### config.mk
export PLATFORM = sky130hd
export DESIGN_NAME = uart_vote_rx
export DESIGN_NICKNAME = d
export VERILOG_FILES = /design/src/rtl/uart_rx_pkg.sv /design/src/rtl/rxv_sync.sv /design/src/rtl/rxv_sampler.sv /design/src/rtl/rxv_fsm.sv /design/src/rtl/uart_vote_rx.sv
export SDC_FILE = /design/constraint.sdc
export NUM_CORES = 1
export LEC_CHECK = 0
export BUFFER_PORTS_ARGS = -buffer_cell sky130_fd_sc_hd__buf_4
export CORE_MARGIN = 3
export CORE_UTILIZATION = 47
export DETAILED_ROUTE_END_ITERATION = 6
export MAX_ROUTING_LAYER = met4
export PLACE_DENSITY = 0.68
export RECOVER_POWER = 50
export SYNTH_ARGS = -nofsm -noshare
export SYNTH_HDL_FRONTEND = slang
export SYNTH_SLANG_ARGS = --single-unit
### constraint.sdc
create_clock -name clk -period 4.5 [get_ports clk]
set_input_delay 0.45 -clock clk [delete_from_list [all_inputs] [get_ports clk]]
set_output_delay 0.45 -clock clk [all_outputs]
set_load 0.05 [all_outputs]
### src/rtl/uart_rx_pkg.sv
package uart_rx_pkg;
    typedef enum logic [1:0] {
        RX_IDLE,
        RX_START,
        RX_DATA,
        RX_STOP
    } rx_state_e;
endpackage

### src/rtl/rxv_sync.sv
module rxv_sync #(
    parameter int STAGES = 2
) (
    input  logic clk,
    input  logic rst_n,
    input  logic d,
    output logic q
);
    logic [STAGES-1:0] ff;

    always_ff @(posedge clk or negedge rst_n) begin
        if (!rst_n) ff <= '1;
        else        ff <= {ff[STAGES-2:0], d};
    end

    assign q = ff[STAGES-1];
endmodule

### src/rtl/rxv_sampler.sv
module rxv_sampler #(
    parameter int OVS = 16,
    parameter int MID = 9
) (
    input  logic clk,
    input  logic rst_n,
    input  logic tick,
    input  logic arm,
    input  logic run,
    input  logic rx,
    output logic vote_now,
    output logic vote_bit,
    output logic bit_last
);
    localparam int PW = $clog2(OVS);
    localparam logic [PW-1:0] P_A   = PW'(MID - 2);
    localparam logic [PW-1:0] P_B   = PW'(MID - 1);
    localparam logic [PW-1:0] P_C   = PW'(MID);
    localparam logic [PW-1:0] P_END = PW'(OVS - 1);

    logic [PW-1:0] phase, phase_nx;
    logic          s_a, s_b;

    assign phase_nx = (phase == P_END) ? '0 : phase + 1'b1;

    always_ff @(posedge clk or negedge rst_n) begin
        if (!rst_n) begin
            phase <= '0;
            s_a   <= 1'b1;
            s_b   <= 1'b1;
        end else if (arm) begin
            phase <= '0;
        end else if (run && tick) begin
            phase <= phase_nx;
            if (phase_nx == P_A) s_a <= rx;
            if (phase_nx == P_B) s_b <= rx;
        end
    end

    assign vote_now = run && tick && (phase_nx == P_C);
    assign vote_bit = (s_a & s_b) | (s_a & rx) | (s_b & rx);
    assign bit_last = run && tick && (phase_nx == P_END);

    // the edge that arms the counter only arrives while the engine is idle
    assert_arm_while_idle_R2: assert property (@(posedge clk) disable iff (!rst_n)
        arm |-> !run);
endmodule

### src/rtl/rxv_fsm.sv
module rxv_fsm
    import uart_rx_pkg::*;
#(
    parameter int DBITS = 8
) (
    input  logic             clk,
    input  logic             rst_n,
    input  logic             tick,
    input  logic             rx,
    input  logic             vote_now,
    input  logic             vote_bit,
    input  logic             bit_last,
    output logic             arm,
    output logic             run,
    output logic             done,
    output logic             stop_ok,
    output logic [DBITS-1:0] data
);
    localparam int CW = (DBITS > 1) ? $clog2(DBITS) : 1;
    localparam logic [CW-1:0] LAST = CW'(DBITS - 1);

    rx_state_e         state, nxt;
    logic [CW-1:0]     bitcnt;
    logic [DBITS-1:0]  shreg;

    always_ff @(posedge clk or negedge rst_n) begin
        if (!rst_n) state <= RX_IDLE;
        else        state <= nxt;
    end

    always_comb begin
        nxt = state;
        unique case (state)
            RX_IDLE:  if (tick && !rx) nxt = RX_START;
            RX_START: if (vote_now && vote_bit) nxt = RX_IDLE;
                      else if (bit_last)        nxt = RX_DATA;
            RX_DATA:  if (bit_last && bitcnt == LAST) nxt = RX_STOP;
            RX_STOP:  if (vote_now) nxt = RX_IDLE;
            default:  nxt = RX_IDLE;
        endcase
    end

    always_comb begin
        arm     = (state == RX_IDLE) && tick && !rx;
        run     = (state != RX_IDLE);
        done    = (state == RX_STOP) && vote_now;
        stop_ok = vote_bit;
    end

    always_ff @(posedge clk or negedge rst_n) begin
        if (!rst_n) begin
            bitcnt <= '0;
            shreg  <= '0;
        end else begin
            if (state == RX_START && bit_last) bitcnt <= '0;
            else if (state == RX_DATA && bit_last && bitcnt != LAST) bitcnt <= bitcnt + 1'b1;
            if (state == RX_DATA && vote_now) shreg <= {vote_bit, shreg[DBITS-1:1]};
        end
    end

    assign data = shreg;

    // entry into START follows a low sample taken on a tick
    assert_start_on_low_tick_R2: assert property (@(posedge clk) disable iff (!rst_n)
        (state == RX_START && $past(state) == RX_IDLE) |-> ($past(tick) && !$past(rx)));
    // a start bit that votes high is dropped
    assert_noise_dropped_R3: assert property (@(posedge clk) disable iff (!rst_n)
        (state == RX_START && vote_now && vote_bit) |=> state == RX_IDLE);
    // the stop bit is only reached through the data bits
    assert_stop_after_data_R5: assert property (@(posedge clk) disable iff (!rst_n)
        (state == RX_STOP && $past(state) != RX_STOP) |-> $past(state) == RX_DATA);
    // the stop decision puts the engine straight back in IDLE
    assert_idle_after_stop_R11: assert property (@(posedge clk) disable iff (!rst_n)
        done |=> state == RX_IDLE);
endmodule

### src/rtl/uart_vote_rx.sv
module uart_vote_rx #(
    parameter int DBITS   = 8,
    parameter int OVS     = 16,
    parameter int MID     = 9,
    parameter int SYNC_FF = 2
) (
    input  logic             clk,
    input  logic             rst_n,
    input  logic             tick,
    input  logic             rx_in,
    input  logic             rd_stb,
    output logic [DBITS-1:0] rx_data,
    output logic             rx_valid,
    output logic             frame_err,
    output logic             overrun
);
    logic             rx_s, arm, run, done, stop_ok;
    logic             vote_now, vote_bit, bit_last;
    logic [DBITS-1:0] shreg;

    rxv_sync #(.STAGES(SYNC_FF)) u_sync (
        .clk(clk), .rst_n(rst_n), .d(rx_in), .q(rx_s)
    );

    rxv_sampler #(.OVS(OVS), .MID(MID)) u_samp (
        .clk(clk), .rst_n(rst_n), .tick(tick), .arm(arm), .run(run), .rx(rx_s),
        .vote_now(vote_now), .vote_bit(vote_bit), .bit_last(bit_last)
    );

    rxv_fsm #(.DBITS(DBITS)) u_fsm (
        .clk(clk), .rst_n(rst_n), .tick(tick), .rx(rx_s),
        .vote_now(vote_now), .vote_bit(vote_bit), .bit_last(bit_last),
        .arm(arm), .run(run), .done(done), .stop_ok(stop_ok), .data(shreg)
    );

    always_ff @(posedge clk or negedge rst_n) begin
        if (!rst_n) begin
            rx_data   <= '0;
            rx_valid  <= 1'b0;
            frame_err <= 1'b0;
            overrun   <= 1'b0;
        end else if (done) begin
            rx_data   <= shreg;
            rx_valid  <= 1'b1;
            frame_err <= !stop_ok;
            overrun   <= rx_valid && !rd_stb;
        end else if (rd_stb) begin
            rx_valid  <= 1'b0;
            overrun   <= 1'b0;
        end
    end

    // every completed character raises the receive-complete flag
    assert_valid_on_done_R7: assert property (@(posedge clk) disable iff (!rst_n)
        done |=> rx_valid);
    // a read without a new byte clears the flags
    assert_read_clears_R8: assert property (@(posedge clk) disable iff (!rst_n)
        (rd_stb && !done) |=> (!rx_valid && !overrun));
    // the framing flag only moves with a transfer
    assert_fe_held_R9: assert property (@(posedge clk) disable iff (!rst_n)
        !done |=> $stable(frame_err));
    // an unread byte that gets replaced flags an overrun
    assert_overrun_set_R10: assert property (@(posedge clk) disable iff (!rst_n)
        (done && rx_valid && !rd_stb) |=> overrun);
endmodule

# Word-level counts from Yosys, hierarchy flattened
# Index checks and enable logic that the tools add are counted.
# W data, S select, Z words.
[classes]
add_sub_neg = 2
mux = 14
n_reduce_logical = 25
bitwise = 6
n_eq_ne = 14
[op_table]
columns = ["cell", "n"]
rows = [
  ["$eq A4 B4 Y1 const B", 4],
  ["$logic_and A1 B1 Y1", 14],
  ["$mux W4", 3],
  ["$mux W2", 5],
  ["$pmux W2 S4", 1],
  ["$reduce_bool A2 Y1", 4],
  ["$mux W3", 2],
  ["$ne A2 B1 Y1 const B", 3],
  ["$reduce_and A3 Y1", 2],
  ["$add A4 B1 Y4 const B", 1],
  ["$eq A2 B2 Y1 const B", 2],
  ["$eq A4 B3 Y1 const B", 1],
  ["$reduce_and A4 Y1", 1],
  ["$add A3 B1 Y3 const B", 1],
  ["$and A1 B1 Y1", 3],
  ["$eq A3 B3 Y1 const B", 1],
  ["$logic_not A1 Y1", 3],
  ["$mux W1", 3],
  ["$ne A3 B1 Y1 const B", 1],
  ["$ne A3 B3 Y1 const B", 1],
  ["$eq A2 B1 Y1 const B", 1],
  ["$logic_not A2 Y1", 1],
  ["$or A1 B1 Y1", 2],
  ["$not A1 Y1", 1],
]
[totals]
out_inout_bits = 11
regBits = 32
in_bits = 5
word_cells = 72

# Longest topological paths before layout
[logic_depth]
word_depth = 8
mapped_depth = 8
mapped_depth_nobuf = 7

# Modules after synthesis
# A second synthesis with hierarchy kept.
[hier_totals]
cells_unflattened = 116
area_unflattened_um2 = 1515.2
[modules_own_cells]
columns = ["mod", "n_inst", "area_each_um2", "cells_each", "seq_area_each_um2"]
rows = [
  ["rxv_fsm", 1, 635.6, 47, 325.3],
  ["uart_vote_rx", 1, 434.2, 26, 275.3],
  ["rxv_sampler", 1, 392.9, 41, 152.6],
  ["rxv_sync", 1, 52.6, 2, 52.6],
]

# Least setup slack after synthesis
# No wires, ideal clock.
[synth_path]
path_kind = "register to register"
start = "register u_samp.phase[0]"
end = "register rx_data[0]"
setup_time_ns = 0.125
slack_ns = 2.449
required_ns = 4.375
stages_incl_launch_ff = 7
t_arrival_ns = 1.926
cell_sequence = "dfrtp_1 ha_1 or3b_2 o22ai_4 nand3_2 buf_6 mux2_2"
[synth_between]
elab_chain_cells = 5
word_cells_on_any_way = 6
[synth_rtl]
columns = ["item", "line_no", "rtl"]
rows = [
  ["from (decl)", "rxv_sampler.sv:21", "logic [PW-1:0] phase, phase_nx;"],
  ["from (signal assigned)", "rxv_sampler.sv:34", "phase <= phase_nx;"],
  ["$add A4 B1 Y4 / $eq A4 B4 Y1 (equally long branches)", "rxv_sampler.sv:24", "assign phase_nx = (phase == P_END) ? '0 : phase + 1'b1;"],
  ["$mux W4 *", "rxv_sampler.sv:24", ""],
  ["$eq A4 B4 Y1 *", "rxv_sampler.sv:40", "assign vote_now = run && tick && (phase_nx == P_C);"],
  ["$logic_and A1 B1 Y1 *", "rxv_sampler.sv:40", ""],
  ["$logic_and A1 B1 Y1 *", "rxv_fsm.sv:46", "done = (state == RX_STOP) && vote_now;"],
  ["to (signal assigned)", "uart_vote_rx.sv:43", "rx_data <= shreg;"],
  ["to (decl)", "uart_vote_rx.sv:12", "output logic [DBITS-1:0] rx_data,"],
]
# Mark *: on every way between the ends. The rest lies on a longest branch, timed or not.
# A chain may end at the register's enable or synchronous reset.

# Worst setup path after layout
[layout_path]
start = "register u_samp.phase[0]"
end = "register rx_data[1]"
# The elaborated chain is that of the path after synthesis.

==> impl_metrics.prom <==
# TYPE chip_impl_metric gauge
chip_impl_info{name="status",value="finished with violations"} 1
chip_impl_metric{name="synthAdderAreaFrac",unit="%"} 5.72
chip_impl_metric{name="avgRoutedWirePerCell",unit="um"} 13.4
chip_impl_metric{name="share_of_layout_cells_above_drive_strength_1",unit="%"} 35.8
chip_impl_metric{name="postSynthNetCount",unit=""} 128
chip_impl_metric{name="finalSetupViolCount",unit=""} 0
chip_impl_metric{name="hpwlAfterDp",unit="mm"} 1.73
chip_impl_metric{name="drt_pass1_iterations",unit=""} 4
chip_impl_metric{name="postSynth.asyncResetShare",unit="%"} 100
chip_impl_info{name="yosys-top-cells-area",value="dfrtp_1 47%, mux2_2 14%, dfstp_2 7.1%"} 1
chip_impl_info{name="grt_setup_unrepaired",value="no"} 1
chip_impl_metric{name="slew_at_the_pin_with_the_worst_max_slew_slack",unit="ns"} 1.61
chip_impl_metric{name="core",unit="sq um"} 2880
chip_impl_metric{name="dieHeight",unit="um"} 62.2
chip_impl_metric{name="initial_core_util",unit="%"} 51.7
chip_impl_metric{name="synth-compound-area-share",unit="%"} 12.8
chip_impl_metric{name="total_leakage_power",unit="uW"} 0.000791
chip_impl_metric{name="maxSlewViolCount",unit=""} 33
chip_impl_metric{name="ctsHoldBuffers",unit=""} 0
chip_impl_info{name="min-delay-path-class",value="primary input to flip-flop"} 1
chip_impl_metric{name="globalRoute.totalOverflow",unit=""} 0
chip_impl_metric{name="worst_clock_skew",unit="ns"} 0.00652
chip_impl_info{name="yosysTopAreaCell",value="dfrtp_1"} 1
chip_impl_metric{name="cts.sink_count",unit=""} 32
chip_impl_metric{name="nNetsFinal",unit=""} 147
chip_impl_metric{name="post_synth_and_or_nand_nor_area_fraction",unit="%"} 9.68
chip_impl_metric{name="timing.critical_path.required",unit="ns"} 4.72
chip_impl_metric{name="slew_headroom",unit="%"} -7.63
chip_impl_metric{name="post_layout_nonfiller_instances",unit=""} 179
chip_impl_metric{name="mappedNetlistArea",unit="sq um"} 1490
chip_impl_metric{name="final_layout_fill_cell_count",unit=""} 256
chip_impl_info{name="cts_tree",value="done"} 1
chip_impl_info{name="ys_top_cells_by_count",value="28 x dfrtp_1, 18 x mux2_2, 9 x nand2_1, 8 x o21ai_0, 6 x ha_1"} 1
chip_impl_metric{name="clk_transition_reported_paths",unit="ns"} 0.09
chip_impl_metric{name="vias_in_the_first_global_route",unit=""} 957
chip_impl_metric{name="num_io_pins",unit=""} 16
chip_impl_metric{name="max-vdd-ir-drop",unit="mV"} 0.270
chip_impl_metric{name="dpl.cell_count",unit=""} 171
chip_impl_metric{name="utilization",unit="%"} 58.2
chip_impl_metric{name="antenna-diode-count",unit=""} 0
chip_impl_info{name="worst_setup_path_end_kind",value="flip-flop"} 1
chip_impl_metric{name="finalWorstPathRequiredPeriod",unit="ns"} 2.25
chip_impl_info{name="path_class",value="flip-flop to flip-flop"} 1
chip_impl_metric{name="cts.htree.levels",unit=""} 2
chip_impl_metric{name="io_buffer_count",unit=""} 15
chip_impl_metric{name="area_delta_synth_final",unit="%"} 12.6
chip_impl_metric{name="die-area",unit="sq um"} 3870
chip_impl_metric{name="finalSetupTns",unit="ns"} 0
chip_impl_metric{name="maxCapViolCount",unit=""} 1
chip_impl_metric{name="clock_tree.buffer_depth",unit=""} 2
chip_impl_metric{name="grt_max_degree",unit=""} 33
chip_impl_metric{name="worst_skew_pair.late_latency",unit="ns"} 0.32
chip_impl_metric{name="row_count",unit=""} 19
chip_impl_info{name="start_kind",value="flip-flop"} 1
chip_impl_metric{name="worst_ep_arrival_time",unit="ns"} 2.46
chip_impl_metric{name="muxShareOfSynthArea",unit="%"} 14.3
chip_impl_metric{name="postCtsSetupBuffers",unit=""} 0
chip_impl_metric{name="number_of_hold_violations_in_the_final_report",unit=""} 0
chip_impl_info{name="violations",value="capacitance limit, slew limit"} 1
chip_impl_metric{name="seq_area_frac_synth",unit="%"} 54.2
chip_impl_info{name="clock-root-buffer",value="clkbuf_4"} 1
chip_impl_metric{name="antenna_found_initial",unit=""} 0
chip_impl_metric{name="average_instance_area_after_synthesis",unit="sq um"} 12.7
chip_impl_metric{name="netlist-cell-type-count",unit=""} 34
chip_impl_metric{name="syn_inst",unit=""} 117
chip_impl_metric{name="synth_top_area_share",unit="%"} 47.1
chip_impl_metric{name="detailroute.via_count",unit=""} 928
chip_impl_metric{name="die_w",unit="um"} 62.2
chip_impl_metric{name="yosys_warnings",unit=""} 0
chip_impl_metric{name="gp_congestion",unit=""} 0.813
chip_impl_metric{name="min_period_over_period",unit="%"} 50.0
chip_impl_info{name="synth_top_family_by_area",value="multiplexers"} 1
chip_impl_metric{name="detailedRoute.firstIterationViolations",unit=""} 37
chip_impl_metric{name="grt_pass1_wl",unit="mm"} 4.30
chip_impl_metric{name="fmaxAchievable",unit="GHz"} 0.445
chip_impl_info{name="synthMostInstantiatedCell",value="dfrtp_1"} 1
chip_impl_metric{name="avgViaCountPerCell",unit=""} 5.18
chip_impl_metric{name="tritoncts.num_buffers",unit=""} 5
chip_impl_info{name="postSynth.topFlopCell",value="dfrtp_1"} 1
chip_impl_metric{name="synth_enable_flop_cells",unit=""} 0
chip_impl_metric{name="worstPathMaxFanout",unit=""} 12
chip_impl_metric{name="ys_ff_latch",unit=""} 32
chip_impl_metric{name="drt-total-wl",unit="mm"} 2.40
chip_impl_metric{name="antenna_violating_nets_post_route",unit=""} 0
chip_impl_metric{name="drc",unit=""} 0
chip_impl_metric{name="pwr_density_cell",unit="nW/um^2"} 435
chip_impl_metric{name="holdWs",unit="ns"} 0.234
chip_impl_metric{name="track_usage",unit="%"} 14.8
chip_impl_metric{name="xor_xnor_share_of_the_synthesized_area",unit="%"} 0.589
chip_impl_metric{name="post_cts_resize_count",unit=""} 0
## stage by stage
step	power [uW]	worst slack, ns	area, sq um
2_1_floorplan	524	2.45	1490
3_3_place_gp	559	2.31	1630
3_5_place_dp	570	2.25	1630
4_1_cts	739	2.24	1690
5_1_grt	785	2.13	1670
6_report	728	2.25	1670
## final timing paths
| check | endpoint | start | slack, ns | cells after the start |
|---|---|---|---|---|
| setup / recovery | rx_data[1]$_DFFE_PN0P_ | u_samp.phase[0]$_DFFE_PN0P_ | 2.25 | 5 |
| hold / removal | u_sync.ff[0]$_DFF_PN1_ | rx_in | 0.23 | 1 |
| setup reg to reg | rx_data[1]$_DFFE_PN0P_ | u_samp.phase[0]$_DFFE_PN0P_ | 2.25 | 5 |
| hold reg to reg | u_sync.ff[1]$_DFF_PN1_ | u_sync.ff[0]$_DFF_PN1_ | 0.36 | 0 |
| max in group asynchronous | u_samp.phase[1]$_DFFE_PN0P_ | rst_n | 3.04 | 1 |
| min in group asynchronous | u_samp.phase[2]$_DFFE_PN0P_ | rst_n | 0.52 | 1 |
## routing by layer
| layer | wire, um | vias to the layer above | track usage (%) |
|---|---|---|---|
| met1 | 1100 | 449 | 16.8 |
| met3 | 111 | 4 | 5.95 |
| li1 | - | 458 | - |
| met5 | 0 | - | - |
| met4 | 29 | 0 | 7.46 |
| met2 | 1150 | 17 | 22.7 |
## critical path, cell delays in order, from the launching register on
cell     delay, ns
dfrtp_1       0.46
ha_1          0.31
or3b_2        0.51
o22ai_4       0.23
nand3_2       0.28
mux2_2        0.36
## report_power, final
part | switching [uW] | total (uW) | leakage, uW | internal [uW]
sequential | 60.7 | 395 | 0.000418 | 334
clock | 86.8 | 164 | 0.0000326 | 77.0
combinational | 93.2 | 169 | 0.000340 | 76.2
## final cells by class
| cell class | count | area [sq um] | area share, % |
|---|---|---|---|
| repair buffers | 15 | 97.6 | 5.83 |
| clock buffers | 8 | 58.8 | 3.51 |
| inverters | 5 | 18.8 | 1.12 |
| well taps | 42 | 52.6 | 3.14 |
| multi-input cells | 77 | 641 | 38.3 |
| flip-flops and latches | 32 | 806 | 48.1 |
## layout by cell type (no fill, tap or decap), types with 3 or more instances in the layout
cell type,n
a21oi_1,3
buf_4,10
clkbuf_1,6
clkbuf_4,6
dfrtp_1,28
dfstp_2,4
ha_1,6
inv_1,4
mux2_2,18
nand2_1,9
nand3_1,4
o211ai_1,4
o21ai_0,8
## state kept, by name, summed over array words and instances (netlist names), 2 cells and up, named ones only
register	cells
rx_data	8
u_fsm.bitcnt	3
u_fsm.data	8
u_samp.phase	4
u_sync.ff	2
## logic make-up (layout without fill, tap and decap cells)
kind of cell,count (synthesis),in the layout
adders and majority gates,7,7
AOI/OAI and AO/OA,26,26
muxes,19,19
and+or+nand+nor,24,24
DFF,32,32
buffers and inverters,8,28
xor gates and xnor gates,1,1
(Power assumes the default switching activity.)
